**src/rtl/ds3_alm_pkg.sv**
```systemverilog
package ds3_alm_pkg;

  // Overhead summary delivered with each end-of-frame strobe.
  typedef struct packed {
    logic       m_ok;
    logic       f_ok;
    logic       p_ok;
    logic [2:0] cp;
    logic [1:0] x;
  } ovh_t;

  localparam logic [1:0] X_IDLE = 2'b11;
  localparam logic [1:0] X_FERF = 2'b00;

  // Overhead part of the idle qualification.
  function automatic logic ovh_is_idle(input ovh_t o);
    return o.m_ok && o.f_ok && o.p_ok && (o.cp == 3'b000) && (o.x == X_IDLE);
  endfunction

endpackage

```
**src/rtl/ds3_idle_pat.sv**
```systemverilog
// Phase-free payload check: every bit from the third on must be the inverse
// of the bit two positions back, which holds for every rotation of 1100.
module ds3_idle_pat (
  input  logic clk,
  input  logic rst_n,
  input  logic eof,
  input  logic pay_valid,
  input  logic pay_bit,
  output logic pat_ok
);
  logic [1:0] seen;   // payload bits seen so far, saturating at 2
  logic [1:0] hist;   // [0] = latest bit, [1] = the one before
  logic       mis;
  logic       bit_ok;

  assign bit_ok = !(pay_valid && (seen == 2'd2) && (pay_bit == hist[1]));
  // A bit in the strobe cycle still counts toward the closing frame.
  assign pat_ok = !mis && bit_ok;

  always_ff @(posedge clk) begin
    if (!rst_n || eof) begin
      seen <= 2'd0;
      hist <= 2'b00;
      mis  <= 1'b0;
    end else if (pay_valid) begin
      hist <= {hist[0], pay_bit};
      if (seen != 2'd2) seen <= seen + 2'd1;
      if (!bit_ok) mis <= 1'b1;
    end
  end
endmodule

```
**src/rtl/ds3_idle_integ.sv**
```systemverilog
// Saturating up/down frame integrator, with declare and clear points for Idle.
module ds3_idle_integ #(
  parameter int THRESH = 63
) (
  input  logic                         clk,
  input  logic                         rst_n,
  input  logic                         eof,
  input  logic                         qual,
  output logic [$clog2(THRESH+1)-1:0]  cnt,
  output logic                         idle,
  output logic                         idle_irq
);
  localparam int CW = $clog2(THRESH + 1);
  localparam logic [CW-1:0] CMAX = CW'(THRESH);

  logic [CW-1:0] cnt_nx;
  logic          idle_nx;

  always_comb begin
    cnt_nx  = cnt;
    idle_nx = idle;
    if (eof) begin
      if (qual && cnt != CMAX)              cnt_nx = cnt + 1'b1;
      else if (!qual && cnt != '0)          cnt_nx = cnt - 1'b1;
      if (cnt_nx == CMAX)                   idle_nx = 1'b1;
      else if (cnt_nx == '0)                idle_nx = 1'b0;
    end
  end

  always_ff @(posedge clk) begin
    if (!rst_n) begin
      cnt      <= '0;
      idle     <= 1'b0;
      idle_irq <= 1'b0;
    end else begin
      cnt      <= cnt_nx;
      idle     <= idle_nx;
      idle_irq <= idle_nx ^ idle;
    end
  end
endmodule

```
**src/rtl/ds3_ferf_det.sv**
```systemverilog
// Yellow alarm follows the X-bits of each frame, sampled at the strobe.
module ds3_ferf_det
  import ds3_alm_pkg::*;
(
  input  logic       clk,
  input  logic       rst_n,
  input  logic       eof,
  input  logic [1:0] x_bits,
  output logic       ferf,
  output logic       ferf_irq
);
  logic ferf_nx;

  assign ferf_nx = eof ? (x_bits == X_FERF) : ferf;

  always_ff @(posedge clk) begin
    if (!rst_n) begin
      ferf     <= 1'b0;
      ferf_irq <= 1'b0;
    end else begin
      ferf     <= ferf_nx;
      ferf_irq <= ferf_nx ^ ferf;
    end
  end
endmodule

```
**src/rtl/ds3_idle_ferf_mon.sv**
```systemverilog
module ds3_idle_ferf_mon
  import ds3_alm_pkg::*;
#(
  parameter int THRESH = 63
) (
  input  logic       clk,
  input  logic       rst_n,
  input  logic       eof,
  input  logic       m_ok,
  input  logic       f_ok,
  input  logic       p_ok,
  input  logic [2:0] cp_bits,
  input  logic [1:0] x_bits,
  input  logic       pay_valid,
  input  logic       pay_bit,
  output logic       pay_ready,
  input  logic       ais_in,
  input  logic       los_in,
  input  logic       oof_in,
  input  logic [2:0] cfg_in,
  output logic       idle,
  output logic       ferf,
  output logic       idle_irq,
  output logic       ferf_irq,
  output logic [7:0] stat_byte
);
  localparam int CW = $clog2(THRESH + 1);

  ovh_t          ovh;
  logic          pat_ok;
  logic          qual;
  logic [CW-1:0] idle_cnt;

  assign ovh       = '{m_ok: m_ok, f_ok: f_ok, p_ok: p_ok, cp: cp_bits, x: x_bits};
  assign qual      = ovh_is_idle(ovh) && pat_ok;
  assign pay_ready = 1'b1;

  ds3_idle_pat u_pat (
    .clk(clk), .rst_n(rst_n), .eof(eof),
    .pay_valid(pay_valid), .pay_bit(pay_bit), .pat_ok(pat_ok)
  );

  ds3_idle_integ #(.THRESH(THRESH)) u_integ (
    .clk(clk), .rst_n(rst_n), .eof(eof), .qual(qual),
    .cnt(idle_cnt), .idle(idle), .idle_irq(idle_irq)
  );

  ds3_ferf_det u_ferf (
    .clk(clk), .rst_n(rst_n), .eof(eof), .x_bits(x_bits),
    .ferf(ferf), .ferf_irq(ferf_irq)
  );

  assign stat_byte = {ais_in, los_in, idle, oof_in, 1'b0, cfg_in};
endmodule

```
**config.mk**
```make
export PLATFORM = sky130hd
export DESIGN_NAME = ds3_idle_ferf_mon
export DESIGN_NICKNAME = d
export VERILOG_FILES = /design/src/rtl/ds3_alm_pkg.sv /design/src/rtl/ds3_idle_pat.sv /design/src/rtl/ds3_idle_integ.sv /design/src/rtl/ds3_ferf_det.sv /design/src/rtl/ds3_idle_ferf_mon.sv
export SDC_FILE = /design/constraint.sdc
export NUM_CORES = 1
export LEC_CHECK = 0
export CAP_MARGIN = 20
export CORE_MARGIN = 5
export CORE_UTILIZATION = 41
export DETAILED_ROUTE_END_ITERATION = 6
export PLACE_DENSITY = 0.72
export SLEW_MARGIN = 20
export SYNTH_ARGS = -nofsm -noshare
export SYNTH_HDL_FRONTEND = slang
export SYNTH_SLANG_ARGS = --single-unit
```
**constraint.sdc**
```tcl
create_clock -name clk -period 3.05 [get_ports clk]
set_clock_uncertainty 0.05 [all_clocks]
set_input_delay 0.7625 -clock clk [delete_from_list [all_inputs] [get_ports clk]]
set_output_delay 0.7625 -clock clk [all_outputs]
set_load 0.005 [all_outputs]
```
---- After elaboration in Yosys (flattened, before gate mapping) ----
Index checks and enable logic that the tools add are counted.
storage, ports and cells
  output and inout bits ................... 13
  word-level logic and storage cells ...... 47
  bits in registers ....................... 15
  input bits .............................. 19
cells by class
  add/subtract/negate cells ............... 3
  bitwise operators ....................... 2
  multiplexer cells ....................... 7
  equality and inequality tests ........... 6
  reductions and logical operators ........ 21
operators by type and width
  kind                 count
  $mux 6               3
  $logic_and 1x1->1    10
  $add 6x1->6 const B  1
  $eq 6x6->1 const B   1
  $logic_not 6->1      1
  $ne 6x6->1 const B   1
  $reduce_bool 6->1    1
  $sub 6x1->6 const B  1
  $eq 2x2->1 const B   2
  $logic_not 1->1      4
  $mux 1               4
  $reduce_and 2->1     2
  $logic_not 3->1      1
  $add 2x1->2 const B  1
  $logic_not 2->1      1
  $ne 2x2->1 const B   1
  $xor 1x1->1          2
  $eq 1x1->1           1
  $logic_or 1x1->1     1

---- Longest topological paths before layout ----
Gate-level depths: netlist (run 1).
  depth after elaboration ................. 16
  mapped depth ............................ 10
  depth with buffers taken out ............ 9

---- Cells and area by module ----
From an unflattened synthesis (run 1), not the netlist that was laid out.
unflattened totals
  cell total of the unflattened synthesis .. 128
  area total of the unflattened synthesis .. 1,083.5 sq um
modules (own cells, without submodules)
  module             times used  cells an instance  area an instance (sq um)  seq. area each (sq um)
  ds3_idle_integ     1           85                 690.7                     160.2
  ds3_idle_pat       1           20                 210.2                     100.1
  ds3_idle_ferf_mon  1           14                 101.3                     0.0
  ds3_ferf_det       1           9                  81.3                      40.0

---- Worst setup path before layout (run 1) ----
No wires, ideal clock.
  path type ............................... input -> register
  start point ............................. in cp_bits[2]
  end point ............................... reg u_integ.idle
  path slack .............................. 0.011 ns
  data arrival time ....................... 2.874 ns
  path buffers ............................ 1
  cell stages on the path ................. 8
  required time ........................... 2.885 ns
  library setup time ...................... 0.115 ns
  path through ............................ or4b_4 -> a2111oi_4 -> buf_6 -> mux2_1 -> o221a_2 -> nor3_1 -> nand3_1 -> and2_1
between the ends
  cells in the longest elaborated chain, start to end .. 13
  elaborated cells on any way between the ends .. 15
  those cells by class .................... eq/ne (1); mux (6); reduce/logical (8)
RTL lines
  element                            line                     RTL
  start, declared                    ds3_idle_ferf_mon.sv:12  input logic [2:0] cp_bits,
  $logic_not 3->1 *                  ds3_alm_pkg.sv:17        return o.m_ok && o.f_ok && o.p_ok && (o.cp == 3'b000) && (o.x == X_IDLE);
  $logic_and 1x1->1 * (2 in series)  ds3_alm_pkg.sv:17
  $logic_and 1x1->1 *                ds3_idle_ferf_mon.sv:35  assign qual = ovh_is_idle(ovh) && pat_ok;
  $logic_not 1->1                    ds3_idle_integ.sv:24     else if (!qual && cnt != '0) cnt_nx = cnt - 1'b1;
  $logic_and 1x1->1                  ds3_idle_integ.sv:24
  $mux 6                             ds3_idle_integ.sv:24
  $mux 6 *                           ds3_idle_integ.sv:23     if (qual && cnt != CMAX) cnt_nx = cnt + 1'b1;
  $mux 6 *                           ds3_idle_integ.sv:22     if (eof) begin
  $logic_not 6->1                    ds3_idle_integ.sv:26     else if (cnt_nx == '0) idle_nx = 1'b0;
  $mux 1                             ds3_idle_integ.sv:26
  $mux 1 *                           ds3_idle_integ.sv:25     if (cnt_nx == CMAX) idle_nx = 1'b1;
  $mux 1 *                           ds3_idle_integ.sv:22
  end signal, assigned               ds3_idle_integ.sv:37     idle <= idle_nx;
  end, declared                      ds3_idle_integ.sv:10     output logic idle,
Mark *: on every way between the ends. The rest lies on a longest branch, timed or not. The select of a mux whose other input is x is not followed.
A chain may end at the register's enable or synchronous reset.

---- Final worst setup path (run 1) ----
  start point ............................. in pay_bit
  end point ............................... reg u_integ.idle
between the ends
  cells in the longest elaborated chain, start to end .. 14
  elaborated cells on any way between the ends .. 16
  those cells by class .................... eq/ne (2); mux (6); reduce/logical (8)
RTL lines
  element              line                     RTL
  start, declared      ds3_idle_ferf_mon.sv:15  input logic pay_bit,
  $eq 1x1->1 *         ds3_idle_pat.sv:16       assign bit_ok = !(pay_valid && (seen == 2'd2) && (pay_bit == hist[1]));
  $logic_and 1x1->1 *  ds3_idle_pat.sv:16
  $logic_not 1->1 *    ds3_idle_pat.sv:16
  $logic_and 1x1->1 *  ds3_idle_pat.sv:18       assign pat_ok = !mis && bit_ok;
  $logic_and 1x1->1 *  ds3_idle_ferf_mon.sv:35
  $logic_not 1->1      ds3_idle_integ.sv:24
  $logic_and 1x1->1    ds3_idle_integ.sv:24
  $mux 6               ds3_idle_integ.sv:24
  $mux 6 *             ds3_idle_integ.sv:23
  $mux 6 *             ds3_idle_integ.sv:22
  $logic_not 6->1      ds3_idle_integ.sv:26
  $mux 1               ds3_idle_integ.sv:26
  $mux 1 *             ds3_idle_integ.sv:25
  $mux 1 *             ds3_idle_integ.sv:22
Marks and branches as above.

==> results of run 1 <==
[timing repair]
action	CTS	global route
setup endpoints to repair	2	2
cloned	1	0
buffers inserted	0	2
pin swaps	1	10
hold endpoints to repair	0	0
gates resized for setup	1	14
[routing by layer]
metal | vias to the layer above | track usage | routed length, um
li1 | 443 | - | -
met1 | 409 | 0.1452 | 906
met2 | 32 | 0.2382 | 1297
met3 | 8 | 0.03191 | 183
met4 | 0 | 0.06502 | 42
met5 | - | 0 | 0
[path summary, 6_finish.rpt]
kind,startpoint,depth (start not counted),slack (ps),to
worst max-delay path,pay_bit,10,120,u_integ.idle
worst min-delay path,u_pat.hist[0],2,450,u_pat.hist[0]
worst max register to register,u_integ.cnt[1],11,480,u_integ.idle
worst min register to register,u_pat.hist[0],2,450,u_pat.hist[0]
[cell type report]
class                           count  share of cell area
Clock inverter                      1            0.005550
Tap cell                           30             0.02775
Clock buffer                        3             0.01665
Sequential cell                    15              0.2220
Multi-Input combinational cell     87              0.5079
Timing Repair Buffer               30              0.2091
Inverter                            4             0.01110
[state kept, by name, indices dropped and copies added (netlist names)]
| name | flops |
|---|---|
| u_integ.cnt | 6 |
| u_pat.hist | 2 |
| u_pat.seen | 2 |
| u_ferf.ferf | 1 |
| u_ferf.ferf_irq | 1 |
| u_integ.idle | 1 |
| u_integ.idle_irq | 1 |
| u_pat.mis | 1 |
[cells in the mapped netlist, types with 2 or more instances]
cell                       number  area [um^2]
sky130_fd_sc_hd__ha_1           4        50.05
sky130_fd_sc_hd__nor2_1        14        52.55
sky130_fd_sc_hd__conb_1         2        7.510
sky130_fd_sc_hd__buf_4          9        67.56
sky130_fd_sc_hd__xnor2_1        4        35.03
sky130_fd_sc_hd__xor2_1         4        35.03
sky130_fd_sc_hd__nand3_1        5        25.02
sky130_fd_sc_hd__mux2i_1        6        60.06
sky130_fd_sc_hd__nand4_1        2        12.51
sky130_fd_sc_hd__nand2b_1       2        12.51
sky130_fd_sc_hd__a21oi_1        4        20.02
sky130_fd_sc_hd__nand2_1        7        26.28
sky130_fd_sc_hd__and2_1         2        12.51
sky130_fd_sc_hd__o21ai_0        2        10.01
sky130_fd_sc_hd__nor3_1         2        10.01
sky130_fd_sc_hd__dfxtp_1       15        300.3
sky130_fd_sc_hd__clkbuf_1       3        11.26
sky130_fd_sc_hd__a211oi_1       2        15.01
sky130_fd_sc_hd__inv_1          4        15.01
sky130_fd_sc_hd__and3_1         3        18.77
[report_power, final]
group / internal [mW] / total [mW] / leakage [nW] / switching (mW)
registers: 0.235 / 0.308 / 0.122 / 0.0733
logic: 0.446 / 0.826 / 0.429 / 0.381
clock network: 0.0499 / 0.123 / 0.0139 / 0.0731
total: 0.731 / 1.26 / 0.566 / 0.527
[worst reg2reg max path: cells and delay by family (launching register included)]
kind | cells | cell delay (ps)
buffers and inverters | 3 | 360
adder cells (fa/ha/maj) | 1 | 160
multiplexers | 1 | 130
XOR/XNOR | 1 | 220
flip-flops | 1 | 370
AND/OR/NAND/NOR | 5 | 1180
[kinds of logic (layout without fill, tap and decap cells)]
| kind of cell | count (synthesis) | in the layout | synth area share |
|---|---|---|---|
| and+or+nand+nor | 44 | 44 | 0.2202 |
| AOI/OAI and AO/OA | 19 | 19 | 0.1619 |
| buffers and inverters | 18 | 38 | 0.1047 |
| DFF | 15 | 15 | 0.2857 |
| muxes | 10 | 10 | 0.1059 |
| xor gates and xnor gates | 8 | 8 | 0.06666 |
| adders and majority gates | 4 | 4 | 0.04762 |
| other | 2 | 2 | 0.007146 |
==> out/results.md, run 1 <==
| Quantity | Value | Unit |
|---|---|---|
| Cts hold-fix bufs | 0 | - |
| Post-Place Worst Slack | -441.5 | ps |
| Clock-pin transition on the worst setup and hold timing paths | 100 | ps |
| Global-route wire length before repair | 3650 | um |
| Post-route worst setup slack | 121.3 | ps |
| Ordered list of cells on the worst path | clkdlybuf4s50_1, xnor2_2, a2111oi_4, buf_4, buf_2, or4b_4, o21a_1, mux2i_2, nand3_2, and2_1 | - |
| Area growth from synthesis to final layout | 28.69 | % |
| Clock root buffer | sky130_fd_sc_hd__clkbuf_4 | - |
| Most used cells in the layout excluding fill and tap cells | sky130_fd_sc_hd__dfxtp_1 (15), sky130_fd_sc_hd__nor2_1 (14), sky130_fd_sc_hd__clkdlybuf4s50_1 (13) | - |
| Finish-stage setup viols | 0 | - |
| CORE AREA | 2455 | um^2 |
| Max-slew violations | 0 | - |
| Layout net count | 164 | - |
| Average wire per standard cell | 14.29 | um |
| Min cycle time layout | 2929 | ps |
| Final count of hold timing violations | 0 | - |
| Startpoint-to-endpoint class of the critical path | in2reg | - |
| Sequential Area | 300.3 | um^2 |
| Endpoint required time on the critical path | 3200 | ps |
| Via Count | 892 | - |
| Count of inserted antenna diode cells | 0 | - |
| Total clock sinks | 15 | - |
| DR pass1 iterations | 4 | - |
| Share of cells above drive strength 1 | 0.2643 | - |
| Non-Filler Cell Area, Final | 1353 | um^2 |
| Buffers & Inverters on Critical Path | 3 | - |
| Drt first-iter violations | 14 | - |
| Total routing usage reported by global routing | 0.1328 | - |
| Max stage delay cell, worst path | sky130_fd_sc_hd__or4b_4 | - |
| Maximum fanout encountered on the critical timing path | 4 | - |
| Total clock buffers created by CTS | 3 | - |
| Largest net degree at the start of global routing | 12 | - |
| Maxcap violations | 0 | - |
| Routed Antenna Nets | 0 | - |
| Util after Layout | 0.5510 | - |
| Post-placement cell area | 1239 | um^2 |
| Fmax | 0.3414 | GHz |
| Cell type group with the largest total delay on the critical path | simple AND/OR/NAND/NOR gates | - |
| Overall power of the completed layout | 1.258 | mW |
| Proportion of synthesized chip area in sequential cells | 0.2857 | - |
| Remaining DRCs | 0 | - |
| Largest voltage drop on the vdd net | 0.4379 | mV |
| Die Height | 60.63 | um |
| Async S/R FF share, synth | 0 | - |
| Number of enable-type register cells in the synthesized netlist | 0 | - |
| Count of buffers from port buffering | 17 | - |
| Die ar. | 3676 | um^2 |
| Leading cell type in the layout, fill and taps excluded | sky130_fd_sc_hd__dfxtp_1 | - |
| Instance count of the mapped netlist | 120 | - |
| Aggregate negative setup slack | 0 | ps |
| Routed via count divided by cell count | 5.247 | - |
| Total nets after synthesis | 143 | - |
| GPL Wtd Cong | 0.7506 | - |
| Buffers from clock root to sink, at most | 2 | - |
| Clock Latency Late Sink | 290 | ps |
| Total detailed-routing wirelength | 2429 | um |
| CTS tree | done | - |
| Row count | 18 | - |
| Type of the tightest min-delay check | reg2reg | - |
| Final hold slack | 454.6 | ps |
| Number of I/O pins | 32 | - |
| Post-synth top flop | sky130_fd_sc_hd__dfxtp_1 | - |
| Count of H-tree levels built during CTS | 1 | - |
| Number of antenna violations at the first check in global routing | 0 | - |
| Power density normalized to cell area | 929.9 | nW/um^2 |
| Register bit count reported by yosys | 15 | - |
| Final non-filler cell total | 170 | - |
| Yosys Warn Count | 0 | - |
| Run status | completed | - |
| Number of global-route vias before repair | 850 | - |
| Largest stage delay on the critical path | 530 | ps |
| Startpoint class of the critical path | primary input | - |
| Arr. time, crit path | 3080 | ps |
| Number of library cell types mapped by synthesis | 44 | - |
| Initial Utilization | 0.4281 | - |
| Unrepaired setup endpoints after global routing | no | - |
| Multi-input gate area | 686.9 | um^2 |
| Final global-route overflow total | 0 | - |
| Share of the clock period used by the worst path | 0.9602 | - |
| Leakage power | 0.5655 | nW |
| Filler cell count in the final layout | 213 | - |
| Number of cells after detailed placement | 163 | - |
| Mean area per synthesized cell | 8.758 | um^2 |
| Area of the mapped netlist | 1051 | um^2 |
| Worst setup EP type | flop | - |
| Horiz. Die Dim | 60.63 | um |
| HPWL after DPL | 1769 | um |
(Power assumes the default switching activity.)
==> run 2, diff against run 1 <==
--- a/config.mk
+++ b/config.mk
@@ -7,9 +7,9 @@
 export LEC_CHECK = 0
 export CAP_MARGIN = 20
 export CORE_MARGIN = 5
-export CORE_UTILIZATION = 41
+export CORE_UTILIZATION = 30
 export DETAILED_ROUTE_END_ITERATION = 6
-export PLACE_DENSITY = 0.72
+export PLACE_DENSITY = 0.55
 export SLEW_MARGIN = 20
 export SYNTH_ARGS = -nofsm -noshare
 export SYNTH_HDL_FRONTEND = slang
==> run 2 against run 1 <==
Net effect: non-clock buffer count down 2; wire length down 4.2%; design area down 0.46%; worst setup slack worse by 30 ps; critical path type unchanged; critical endpoint unchanged.
==> out/results.md, run 2 (synthesis results as in run 1) <==
| Quantity | Value | Unit | Delta |
|---|---|---|---|
| Remaining DRCs | 0 | - | unchanged |
| Max-slew violations | 0 | - | unchanged |
| Final non-filler cell total | 184 | - | +8.2% |
| Util after Layout | 0.4003 | - | -0.1507 |
| Number of I/O pins | 32 | - | unchanged |
| GPL Wtd Cong | 0.7244 | - | -3.5% |
| Met2 Wirelength | 1110 | um | -14% |
| Average wire per standard cell | 12.65 | um | -11% |
| Post-Place Worst Slack | -439.5 | ps | +2.044 ps |
| Finish-stage setup viols | 0 | - | unchanged |
| Run status | completed | - |  |
| CTS tree | done | - |  |
| Clock-pin transition on the worst setup and hold timing paths | 90 | ps | about the same |
| Post-route worst setup slack | 91.78 | ps | -29.53 ps |
| Count of H-tree levels built during CTS | 1 | - | unchanged |
| Final global-route overflow total | 0 | - | unchanged |
| Post-Route M1 WL | 1047 | um | +16% |
| Type of the tightest min-delay check | reg2reg | - |  |
| Endpoint required time on the critical path | 3200 | ps | about the same |
| Most used cells in the layout excluding fill and tap cells | sky130_fd_sc_hd__dfxtp_1 (15), sky130_fd_sc_hd__nor2_1 (14), sky130_fd_sc_hd__clkdlybuf4s50_1 (13) | - |  |
| Maxcap violations | 0 | - | unchanged |
| Biggest registers after layout | u_integ.cnt x6, u_pat.hist x2, u_pat.seen x2 | - |  |
| Routed via count divided by cell count | 4.734 | - | -9.8% |
| Power density normalized to cell area | 856.8 | nW/um^2 | -7.9% |
| Routed Antenna Nets | 0 | - | unchanged |
| Worst setup EP type | flop | - |  |
| Global-route wire length before repair | 3912 | um | +7.2% |
| Clock root buffer | sky130_fd_sc_hd__clkbuf_4 | - |  |
| Fmax | 0.3380 | GHz | -1.0% |
| Min cycle time layout | 2958 | ps | +29.53 ps |
| Number of cells after detailed placement | 177 | - | +8.6% |
| Total clock sinks | 15 | - | unchanged |
| Share of cells above drive strength 1 | 0.2391 | - | -0.02516 |
| Total clock buffers created by CTS | 3 | - | unchanged |
| Maximum fanout encountered on the critical timing path | 8 | - | +4 |
| Arr. time, crit path | 3110 | ps | +30 ps |
| Buffers from clock root to sink, at most | 2 | - | unchanged |
| Total detailed-routing wirelength | 2327 | um | -4.2% |
| CORE AREA | 3363 | um^2 | +37% |
| Top layer reached by signal wires | met4 | - |  |
| Die Height | 69.19 | um | +14% |
| Overall power of the completed layout | 1.154 | mW | -8.3% |
| Count of buffers from port buffering | 17 | - | unchanged |
| Final count of hold timing violations | 0 | - | unchanged |
| Startpoint class of the critical path | primary input | - |  |
| Count of inserted antenna diode cells | 0 | - | unchanged |
| Drt first-iter violations | 5 | - | -9 |
| Initial Utilization | 0.3125 | - | -0.1156 |
| Largest reg by FF count | u_integ.cnt | - |  |
| Number of antenna violations at the first check in global routing | 0 | - | unchanged |
| Leading cell type in the layout, fill and taps excluded | sky130_fd_sc_hd__dfxtp_1 | - |  |
| Startpoint-to-endpoint class of the critical path | in2reg | - |  |
| DR pass1 iterations | 4 | - | unchanged |
| HPWL after DPL | 1762 | um | -0.40% |
| Share of the clock period used by the worst path | 0.9699 | - | +0.009683 |
| Number of flip-flops in the largest register | 6 | - | unchanged |
| Filler cell count in the final layout | 351 | - | +65% |
| Leakage power | 0.5646 | nW | -0.17% |
| Area growth from synthesis to final layout | 28.10 | % |  |
| Die ar. | 4787 | um^2 | +30% |
| Largest voltage drop on the vdd net | 0.2977 | mV | -32% |
| Horiz. Die Dim | 69.19 | um | +14% |
| Number of global-route vias before repair | 885 | - | +4.1% |
| Aggregate negative setup slack | 0 | ps | unchanged |
| Clock Latency Late Sink | 290 | ps | about the same |
| Via Count | 871 | - | -2.4% |
| Largest net degree at the start of global routing | 12 | - | unchanged |
| Worst reg-to-reg setup slack | 440 | ps | -40 ps |
| Total routing usage reported by global routing | 0.09919 | - | -0.03365 |
| Unrepaired setup endpoints after global routing | no | - |  |
| Row count | 21 | - | +3 |
| Layout net count | 162 | - | -1.2% |
| Met3 routed WL | 98 | um | -46% |
-- run 2: area by class of cell --
type / count / area [um^2] / share of cell area
Timing Repair Buffer: 28 / 270.3 / 0.2007
Clock buffer: 3 / 22.52 / 0.01673
Clock inverter: 1 / 5.005 / 0.003717
Tap cell: 46 / 57.56 / 0.04275
Inverter: 4 / 15.01 / 0.01115
Multi-Input combinational cell: 87 / 675.6 / 0.5019
Sequential cell: 15 / 300.3 / 0.2230
-- run 2: what timing repair did --
| item | 4_1_cts | 5_1_grt |
|---|---|---|
| endpoints found under the setup margin | 2 | 2 |
| buffers inserted | 3 | 0 |
| endpoints found under the hold margin | 0 | 0 |
| resized for setup | 2 | 10 |
| pin swaps | 4 | 5 |
| hold buffers | 0 | 0 |
-- run 2: final timing paths --
kind	start	endpoint	cells past startpoint
setup reg to reg	u_integ.cnt[0]	u_integ.idle	9
hold reg to reg	u_integ.idle	u_integ.idle_irq	1
setup / recovery	pay_bit	u_integ.idle	9
hold / removal	u_integ.idle	u_integ.idle_irq	1
-- run 2: report_power, final --
group / switching (mW) / internal [mW]
sequential: 0.0741 / 0.235
combinational: 0.328 / 0.398
clock: 0.0688 / 0.0488
total: 0.471 / 0.682
-- run 2: layer usage --
metal | global-route usage | vias up
met4 | 0.06291 | 0
met3 | 0.03188 | 7
met2 | 0.1578 | 19
li1 | - | 438
met1 | 0.1138 | 407
met5 | 0 | -
-- run 2: through the flow --
step | hold slack (ps) | cell area (um^2)
6_report | 431.4 | 1346
5_1_grt | 483.1 | 1346
4_1_cts | 438.9 | 1301
3_5_place_dp | 415.6 | 1244
3_3_place_gp | 423.1 | 1244
2_1_floorplan | 410.1 | 1051
-- run 2: critical path, stage by stage --
cell and delay, ps:
sky130_fd_sc_hd__clkdlybuf4s50_1 460, sky130_fd_sc_hd__xnor2_2 230, sky130_fd_sc_hd__a2111oi_4 100, sky130_fd_sc_hd__buf_6 150, sky130_fd_sc_hd__or4b_2 670, sky130_fd_sc_hd__o21a_1 150
sky130_fd_sc_hd__mux2i_2 230, sky130_fd_sc_hd__nand3_1 160, sky130_fd_sc_hd__and2_1 180
==> run 3, diff against run 2 <==
--- a/config.mk
+++ b/config.mk
@@ -9,6 +9,7 @@
 export CORE_MARGIN = 5
 export CORE_UTILIZATION = 30
 export DETAILED_ROUTE_END_ITERATION = 6
+export GPL_ROUTABILITY_DRIVEN = 1
 export PLACE_DENSITY = 0.55
 export SLEW_MARGIN = 20
 export SYNTH_ARGS = -nofsm -noshare
==> results of run 3 <==
Same layout as run 2: the final DEF is identical, and so are final timing and power.
